### config.mk
export PLATFORM = sky130hd
export DESIGN_NAME = nand_ecc_status_collector
export DESIGN_NICKNAME = d
export VERILOG_FILES = /design/src/rtl/ecsc_pkg.sv /design/src/rtl/ecsc_seq.sv /design/src/rtl/ecsc_decode.sv /design/src/rtl/ecsc_accum.sv /design/src/rtl/nand_ecc_status_collector.sv
export SDC_FILE = /design/constraint.sdc
export NUM_CORES = 1
export LEC_CHECK = 0
export ABC_AREA = 1
export BUFFER_PORTS_ARGS = -buffer_cell sky130_fd_sc_hd__buf_2
export CAP_MARGIN = 20
export CORE_MARGIN = 3
export CORE_UTILIZATION = 45
export CTS_BUF_LIST = sky130_fd_sc_hd__clkbuf_2
export CTS_CLUSTER_SIZE = 12
export DETAILED_ROUTE_END_ITERATION = 10
export PLACE_DENSITY_LB_ADDON = 0.1
export SYNTH_ARGS = -nofsm -noshare
export SYNTH_HDL_FRONTEND = slang
export SYNTH_HIERARCHICAL = 1
export SYNTH_SLANG_ARGS = --single-unit
### constraint.sdc
create_clock -name clk -period 4.7 [get_ports clk]
set_input_delay 0.235 -clock clk [delete_from_list [all_inputs] [get_ports clk]]
set_output_delay 0.235 -clock clk [all_outputs]
set_load 0.03 [all_outputs]
### src/rtl/ecsc_pkg.sv
package ecsc_pkg;
  typedef enum logic [2:0] {
    ST_IDLE,
    ST_CMD,
    ST_WAIT,
    ST_READ,
    ST_DONE
  } ecsc_state_t;

  localparam logic [7:0] CMD_ECC_STAT = 8'h7A;
  localparam logic [7:0] CMD_STATUS   = 8'h70;
  localparam int         NIB_W        = 4;
  localparam logic [NIB_W-1:0] NIB_UNCORR = 4'hF;
  localparam int         NIB_MAX_OK   = 14;
endpackage

### src/rtl/ecsc_seq.sv
module ecsc_seq
  import ecsc_pkg::*;
#(
  parameter  int MAX_STEPS = 8,
  parameter  int ADL_CYC   = 14,
  localparam int STEP_W    = $clog2(MAX_STEPS + 1),
  localparam int WAIT_W    = $clog2(ADL_CYC + 1)
) (
  input  logic              clk,
  input  logic              rst,
  input  logic              start,
  input  logic              fallback,
  input  logic [STEP_W-1:0] num_steps,
  output logic              cle,
  output logic              re,
  output logic [7:0]        cmd,
  output logic              cap,
  output logic              clr,
  output logic              fb_mode,
  output logic              done
);
  ecsc_state_t       state;
  logic [WAIT_W-1:0] wcnt;
  logic [STEP_W-1:0] idx;
  logic [STEP_W-1:0] n_q;
  logic [STEP_W-1:0] n_eff;

  always_comb begin
    if (num_steps == '0)
      n_eff = STEP_W'(1);
    else if (num_steps > STEP_W'(MAX_STEPS))
      n_eff = STEP_W'(MAX_STEPS);
    else
      n_eff = num_steps;
  end

  always_ff @(posedge clk) begin
    if (rst) begin
      state   <= ST_IDLE;
      wcnt    <= '0;
      idx     <= '0;
      n_q     <= STEP_W'(1);
      fb_mode <= 1'b0;
    end else begin
      case (state)
        ST_IDLE: if (start) begin
          state   <= ST_CMD;
          fb_mode <= fallback;
          n_q     <= fallback ? STEP_W'(1) : n_eff;
        end
        ST_CMD: begin
          state <= ST_WAIT;
          wcnt  <= '0;
        end
        ST_WAIT: begin
          if (wcnt == WAIT_W'(ADL_CYC - 1)) begin
            state <= ST_READ;
            idx   <= '0;
          end else begin
            wcnt <= wcnt + WAIT_W'(1);
          end
        end
        ST_READ: begin
          if (idx == n_q - STEP_W'(1)) state <= ST_DONE;
          else                          idx   <= idx + STEP_W'(1);
        end
        default: state <= ST_IDLE;
      endcase
    end
  end

  assign cle  = (state == ST_CMD);
  assign cmd  = cle ? (fb_mode ? CMD_STATUS : CMD_ECC_STAT) : 8'h00;
  assign re   = (state == ST_READ);
  assign cap  = re;
  assign done = (state == ST_DONE);
  assign clr  = (state == ST_IDLE) && start;

  // Observation counters for the bus-timing properties
  logic [WAIT_W-1:0] gap_cnt;
  logic [STEP_W-1:0] rd_cnt;
  always_ff @(posedge clk) begin
    if (rst) begin
      gap_cnt <= '0;
      rd_cnt  <= '0;
    end else begin
      if (cle)                               gap_cnt <= '0;
      else if (gap_cnt != WAIT_W'(ADL_CYC))  gap_cnt <= gap_cnt + WAIT_W'(1);
      if (cle)                               rd_cnt  <= '0;
      else if (re)                           rd_cnt  <= rd_cnt + STEP_W'(1);
    end
  end

  AST_CLE_RE_EXCL: assert property (@(posedge clk) disable iff (rst) !(cle && re));
  AST_CLE_ONE_CYCLE: assert property (@(posedge clk) disable iff (rst) cle |=> !cle);
  AST_ADL_GAP: assert property (@(posedge clk) disable iff (rst) (re && !$past(re)) |-> (gap_cnt >= WAIT_W'(ADL_CYC)));
  AST_STROBE_MAX: assert property (@(posedge clk) disable iff (rst) re |-> (rd_cnt < STEP_W'(MAX_STEPS)));
endmodule

### src/rtl/ecsc_decode.sv
module ecsc_decode
  import ecsc_pkg::*;
(
  input  logic             fb_mode,
  input  logic [7:0]       din,
  input  logic [NIB_W-1:0] rewrite_thr,
  output logic             step_fail,
  output logic [NIB_W-1:0] step_flips
);
  logic [NIB_W-1:0] nib;
  logic             unused_hi;

  assign nib       = din[NIB_W-1:0];
  assign unused_hi = ^din[7:NIB_W];

  always_comb begin
    if (fb_mode) begin
      step_fail  = din[0];
      step_flips = (!din[0] && din[3]) ? rewrite_thr : '0;
    end else begin
      step_fail  = (nib == NIB_UNCORR);
      step_flips = step_fail ? '0 : nib;
    end
  end
endmodule

### src/rtl/ecsc_accum.sv
module ecsc_accum
  import ecsc_pkg::*;
#(
  parameter  int MAX_STEPS = 8,
  parameter  int TOT_W     = 16,
  localparam int STEP_W    = $clog2(MAX_STEPS + 1),
  localparam int INC_W     = $clog2(MAX_STEPS * NIB_MAX_OK + 16)
) (
  input  logic              clk,
  input  logic              rst,
  input  logic              clr,
  input  logic              cap,
  input  logic              step_fail,
  input  logic [NIB_W-1:0]  step_flips,
  output logic [NIB_W-1:0]  max_q,
  output logic [INC_W-1:0]  corr_q,
  output logic [STEP_W-1:0] fail_q,
  output logic [TOT_W-1:0]  corr_tot,
  output logic [TOT_W-1:0]  fail_tot
);
  always_ff @(posedge clk) begin
    if (rst) begin
      max_q    <= '0;
      corr_q   <= '0;
      fail_q   <= '0;
      corr_tot <= '0;
      fail_tot <= '0;
    end else if (clr) begin
      max_q  <= '0;
      corr_q <= '0;
      fail_q <= '0;
    end else if (cap) begin
      if (step_fail) begin
        fail_q   <= fail_q + STEP_W'(1);
        fail_tot <= fail_tot + TOT_W'(1);
      end else begin
        corr_q   <= corr_q + INC_W'(step_flips);
        corr_tot <= corr_tot + TOT_W'(step_flips);
        if (step_flips > max_q) max_q <= step_flips;
      end
    end
  end

  AST_CLEAR_ZERO: assert property (@(posedge clk) disable iff (rst) clr |=> (max_q == '0 && corr_q == '0 && fail_q == '0));
  AST_TOTALS_HOLD: assert property (@(posedge clk) disable iff (rst) !cap |=> ($stable(corr_tot) && $stable(fail_tot)));
  AST_FAIL_NO_CORR: assert property (@(posedge clk) disable iff (rst) (cap && step_fail) |=> $stable(corr_q));
endmodule

### src/rtl/nand_ecc_status_collector.sv
module nand_ecc_status_collector
  import ecsc_pkg::*;
#(
  parameter  int MAX_STEPS = 8,
  parameter  int ADL_CYC   = 14,
  parameter  int TOT_W     = 16,
  localparam int STEP_W    = $clog2(MAX_STEPS + 1),
  localparam int INC_W     = $clog2(MAX_STEPS * NIB_MAX_OK + 16)
) (
  input  logic              clk,
  input  logic              rst,
  input  logic              start,
  input  logic              fallback,
  input  logic [STEP_W-1:0] num_steps,
  input  logic [3:0]        rewrite_thr,
  output logic              nand_cle,
  output logic              nand_re,
  output logic [7:0]        nand_cmd,
  input  logic [7:0]        nand_din,
  output logic              done,
  output logic [3:0]        max_flips,
  output logic [INC_W-1:0]  corr_inc,
  output logic [STEP_W-1:0] fail_inc,
  output logic [TOT_W-1:0]  corr_total,
  output logic [TOT_W-1:0]  fail_total
);
  logic             cap, clr, fb_mode;
  logic             step_fail;
  logic [NIB_W-1:0] step_flips;

  ecsc_seq #(.MAX_STEPS(MAX_STEPS), .ADL_CYC(ADL_CYC)) u_seq (
    .clk(clk), .rst(rst), .start(start), .fallback(fallback),
    .num_steps(num_steps), .cle(nand_cle), .re(nand_re), .cmd(nand_cmd),
    .cap(cap), .clr(clr), .fb_mode(fb_mode), .done(done)
  );

  ecsc_decode u_dec (
    .fb_mode(fb_mode), .din(nand_din), .rewrite_thr(rewrite_thr),
    .step_fail(step_fail), .step_flips(step_flips)
  );

  ecsc_accum #(.MAX_STEPS(MAX_STEPS), .TOT_W(TOT_W)) u_acc (
    .clk(clk), .rst(rst), .clr(clr), .cap(cap),
    .step_fail(step_fail), .step_flips(step_flips),
    .max_q(max_flips), .corr_q(corr_inc), .fail_q(fail_inc),
    .corr_tot(corr_total), .fail_tot(fail_total)
  );

  AST_DONE_PULSE: assert property (@(posedge clk) disable iff (rst) done |=> !done);
  AST_MAX_IN_SUM: assert property (@(posedge clk) disable iff (rst) done |-> (INC_W'(max_flips) <= corr_inc));
  AST_FAIL_BOUND: assert property (@(posedge clk) disable iff (rst) done |-> (fail_inc <= STEP_W'(MAX_STEPS)));
endmodule

; ---- After elaboration in Yosys (flattened, before gate mapping)
; Cells that the tools add are included.
; Widths: inputs -> output; s select.
[totals]
register_bits = 63
out_inout_bits = 58
wordCells = 68
inputBits = 20
[op_classes]
n_reduce_logical = 17
eq_ne = 12
order_cmp = 2
mux = 18
n_addsub = 7
bitwise_logic = 2
[op_table]
columns = op, count
row1 = $mux 4, 10
row2 = $add 16x1->16 const B, 1
row3 = $add 16x4->16, 1
row4 = $pmux 4 s2, 2
row5 = $reduce_and 3->1, 5
row6 = $add 4x1->4 const B, 3
row7 = $pmux 3 s4, 1
row8 = $mux 3, 3
row9 = $eq 4x4->1 const B, 2
row10 = $mux 8, 1
row11 = $reduce_and 2->1, 4
row12 = $add 7x4->7, 1
row13 = $eq 3x2->1 const B, 2
row14 = $ne 2x2->1 const B, 3
row15 = $eq 4x4->1, 1
row16 = $gt 4x4->1, 1
row17 = $gt 4x4->1 const B, 1
row18 = $logic_not 4->1, 1
row19 = $ne 2x1->1 const B, 2
row20 = $reduce_bool 2->1, 2
row21 = $sub 4x1->4 const B, 1
row22 = $eq 3x1->1 const B, 1
row23 = $eq 3x3->1 const B, 1
row24 = $logic_not 3->1, 1
row25 = 5 further kinds, 7

; ---- Logic depth before layout (Yosys ltp)
[logic_depth]
depth_word = 6
ltp_mapped = 13
ltp_nobuf = 13

; ---- Hierarchy
; Netlist, hierarchy kept.
[modules_own_cells]
columns = mod, seq_area_each_um2, cells_per_inst, area_each_um2, instances
row1 = ecsc_accum, 940.9, 380, 2605.0, 1
row2 = ecsc_seq, 320.3, 146, 1003.5, 1
row3 = ecsc_decode, 0.0, 26, 115.1, 1

; ---- Worst setup path before layout
; No wires, ideal clock.
[synth_path]
path_kind = register to output
startpoint = register u_seq.state[1]
endpoint = output port nand_cmd[3]
arrival_ns = 2.196
slack_ns = 2.269
path_buffers = 1
required_ns = 4.465
path_stages_with_launch = 5
path_cell_list = dfxtp_1 -> nor3_1 -> inv_2 -> nor2_1 -> buf_4
[synth_between]
elab_chain_cells = 2
[synth_lines]
columns = item, line_no
row1 = start: declaration, ecsc_seq.sv:22  ; ecsc_state_t state;
row2 = start signal: assignment, ecsc_seq.sv:39  ; state <= ST_IDLE;
row3 = start signal: assignment, ecsc_seq.sv:47  ; state <= ST_CMD;
row4 = start signal: assignment, ecsc_seq.sv:52  ; state <= ST_WAIT;
row5 = $eq 3x1->1, ecsc_seq.sv:72  ; assign cle = (state == ST_CMD);
row6 = via nand_cle, nand_ecc_status_collector.sv:16  ; output logic nand_cle,
row7 = $mux 8, ecsc_seq.sv:73  ; assign cmd = cle ? (fb_mode ? CMD_STATUS : CMD_ECC_STAT) : 8'h00;
row8 = end: declaration, nand_ecc_status_collector.sv:18  ; output logic [7:0] nand_cmd,
; The timed path passes the listed nets, and every way through them passes these cells.

; ---- Final worst setup path
[layout_path]
startpoint = register u_seq.fb_mode
endpoint = register u_acc.corr_tot[14]
[layout_between]
elab_cells_between_ends = 5
classes_between = add/sub: 1 / mux: 2 / bitwise: 1 / reduce/logical: 1
[layout_lines]
columns = item, line_no
row1 = start: declaration, ecsc_seq.sv:19  ; output logic fb_mode,
row2 = start signal: assignment, ecsc_seq.sv:48  ; fb_mode <= fallback;
row3 = $mux 4, ecsc_decode.sv:17  ; if (fb_mode) begin
row4 = via step_flips[0], nand_ecc_status_collector.sv:29  ; logic [NIB_W-1:0] step_flips;
row5 = $add 16x4->16, ecsc_accum.sv:38  ; corr_tot <= corr_tot + TOT_W'(step_flips);
row6 = end signal: assignment, ecsc_accum.sv:38
row7 = end: declaration, ecsc_accum.sv:18  ; output logic [TOT_W-1:0] corr_tot,
; The timed path passes the listed nets, and every way through them passes these cells.
; A chain may end at the register's enable or synchronous reset.

==> reports/metrics.cfg <==
[status]
status=finished clean

[critical_path]
reg2reg_to=u_acc/corr_tot[14]
path_max_fanout=11
critPathRequiredTime_ps=5130
crit_type=flip-flop to flip-flop
start_kind=flip-flop
cp-startpoint=u_seq/fb_mode
timing.rr.start=u_seq/fb_mode
endpoint=u_acc/corr_tot[14]
arrival_ps=2830
r2r_cells=12
worst_setup_path_end_kind=flip-flop
rrSetupSlack_ps=2310

[layout]
multi_input_area_um2=2070
regArea_um2=1260
antenna_cells=0
nets=664
drive_gt1_share_pct=18.1
stdcell_area_um2=4230
fill_cells=810
syn_to_final_growth_pct=13.7

[clock_tree]
cts_root_buffer=clkbuf_2
post-cts-setup-buffers=0
clock_latency_ps=510
cts_tree=built
cts_buffers=9
numClockSinks=63
clock_path_buffers=2
cts.clk_slew.worst_paths_ps=190
h-tree-depth=3

[floorplan]
start_util_pct=47.2
num_rows=32
dieArea_um2=9400
die_width_um=97.0
ios=78
core_um2=7890
die_h_um=97.0

[sta]
tightest_slew_ps=745
min_period_ps=2390
drv_slew=0
period_share_pct=50.9
rsz0062_at_grt=false
final_hold_viol_count=0
fin_skew_ps=31.9
max_clock_freq_mhz=418
tns_ps=0
fin_hold_ws_ps=94.5
slew_headroom_pct=50.1
finalSetupViolCount=0

[route]
vias_per_cell=5.00
drtAntennaViolNets=0
dr.pass1.iters=4
wire_per_inst_um=11.9
vias=3658
drc=0
first_iter_violations=140
drt_wl_total_mm=8.69

[yosys]
yosysMostFrequentCell=nand2_1
synth_common_cells=108 x nand2_1, 84 x nor2_1, 76 x inv_1
synthCells=552
ys.flop_type=dfxtp_1
ys_seq_area_share_pct=33.9
synth-edff-count=0
yosysTopAreaCell=dfxtp_1
syn_avg_cell_area_um2=6.75
ys_warn_count=6
synth_area_leaders=dfxtp_1 34%, nand2_1 11%, nor2_1 8.5%
async_flop_share_pct=0
netlist_area_um2=3720
synth_seq_cells=63
synth_top_area_share_pct=33.9
synthDistinctLibCells=40

[grt]
grt_pass1_wl_mm=14.8
grt_max_degree=29
overflow=0
antenna_found_initial=0
grt_pass1_vias=3305
grt_use_total_pct=18.6

[pwr]
p_leak_uw=0.00201
power_uw=1140
p_per_area_nw_per_um2=269
ir_worst_vdd_uv=134

[hold_path]
hp-class=input pin to flip-flop
whs_path_depth=3

[placement]
place_congestion=0.830
placed_area_um2=4120
io_buffers=70
place_hpwl_mm=6.43

[job]
cap_viol_max_count=0

==> worst min-delay path by stage <==
stage | from | end | slack, ps
after floorplan | rst | u_acc/fail_tot[4] | 300
after CTS | num_steps[1] | u_seq/n_q[1] | 40
after detailed placement | u_acc/fail_q[2] | u_acc/fail_q[2] | 480
after global placement | u_acc/fail_q[2] | u_acc/fail_q[2] | 470
after global routing | num_steps[2] | u_seq/n_q[2] | 20
final | num_steps[2] | u_seq/n_q[2] | 90
==> critical path, cell delays in order, from the launching register on <==
cell and delay (ps):
dfxtp_1 570, nor2_1 90, o21ai_1 80, nand2_1 160
ha_1 280, fa_1 420, nand2_1 110, nor2_1 40
nor2_1 230, nor2_4 90, nand3_1 70, nor2b_1 130
nor2_1 50
==> where the power goes <==
group | internal, µW | switching [µW] | leakage, µW
combinational | 87.4 | 199 | 0.00145
sequential | 557 | 22.1 | 0.000509
clock | 63.4 | 209 | 0.0000488
==> kinds of logic after synthesis <==
kind of cell | Yosys count | share of synthesized area (%)
AO/OA/AOI/OAI | 83 | 12.0
AND/OR/NAND/NOR | 284 | 34.9
flip-flops | 63 | 33.9
other | 1 | 0.101
adder cells (fa/ha/maj) | 20 | 7.12
buffers and inverters | 95 | 10.6
XOR/XNOR | 6 | 1.41
==> sequential cells by signal, indices dropped and copies added, names as in the netlist, 3 cells and up <==
register        cells
u_acc/fail_q        4
u_seq/wcnt          4
u_seq/n_q           4
u_acc/fail_tot     16
u_seq/idx           4
u_seq/state         3
u_acc/max_q         4
u_acc/corr_tot     16
u_acc/corr_q        7
==> stage by stage <==
step / cells / utilization [%] / setup slack [ps]
global placement: 712 / 52.2 / 2400
finish: 731 / 53.7 / 2310
global route: 731 / 53.7 / 2090
CTS: 731 / 53.7 / 2330
detailed placement: 712 / 52.2 / 2360
floorplan: 554 / - / 2270
==> cell type report <==
cell class | instances | area share [%]
clock buffer | 9 | 1.06
clock inverter | 7 | 0.946
inverter | 81 | 7.18
multi-input combinational | 396 | 49.0
sequential | 63 | 29.8
tap | 102 | 3.02
timing repair buffer | 73 | 8.99
==> per-layer routing <==
layer / vias to the layer above / global-route usage (%) / share of wire (%)
met2: 72 / 30.0 / 47
met5: - / 0 / 0
met4: 0 / 6.37 / 1.3
li1: 1912 / - / -
met3: 13 / 5.34 / 4.5
met1: 1661 / 23.9 / 47
==> repair_timing <==
item / CTS / global route
hold buffers: 3 / 0
hold endpoints to repair: 3 / 0
resized for setup: 0 / 0
==> cell usage in the layout, fill, tap and decap left out, types with 4 or more instances in the layout <==
cell type / netlist / layout
o21ai_0: 29 / 29
nand3b_1: 4 / 4
nor2_4: 4 / 4
ha_1: 18 / 18
nand2_1: 108 / 108
nand2_2: 6 / 6
buf_2: 3 / 70
inv_2: 4 / 4
nor2_1: 84 / 84
nand4_1: 9 / 9
o21ai_1: 6 / 6
nor3_1: 7 / 7
inv_1: 76 / 76
clkbuf_2: 0 / 9
a21oi_1: 39 / 39
nand3_1: 44 / 44
dfxtp_1: 63 / 63
Note: power is estimated with default switching activity, not from simulation.
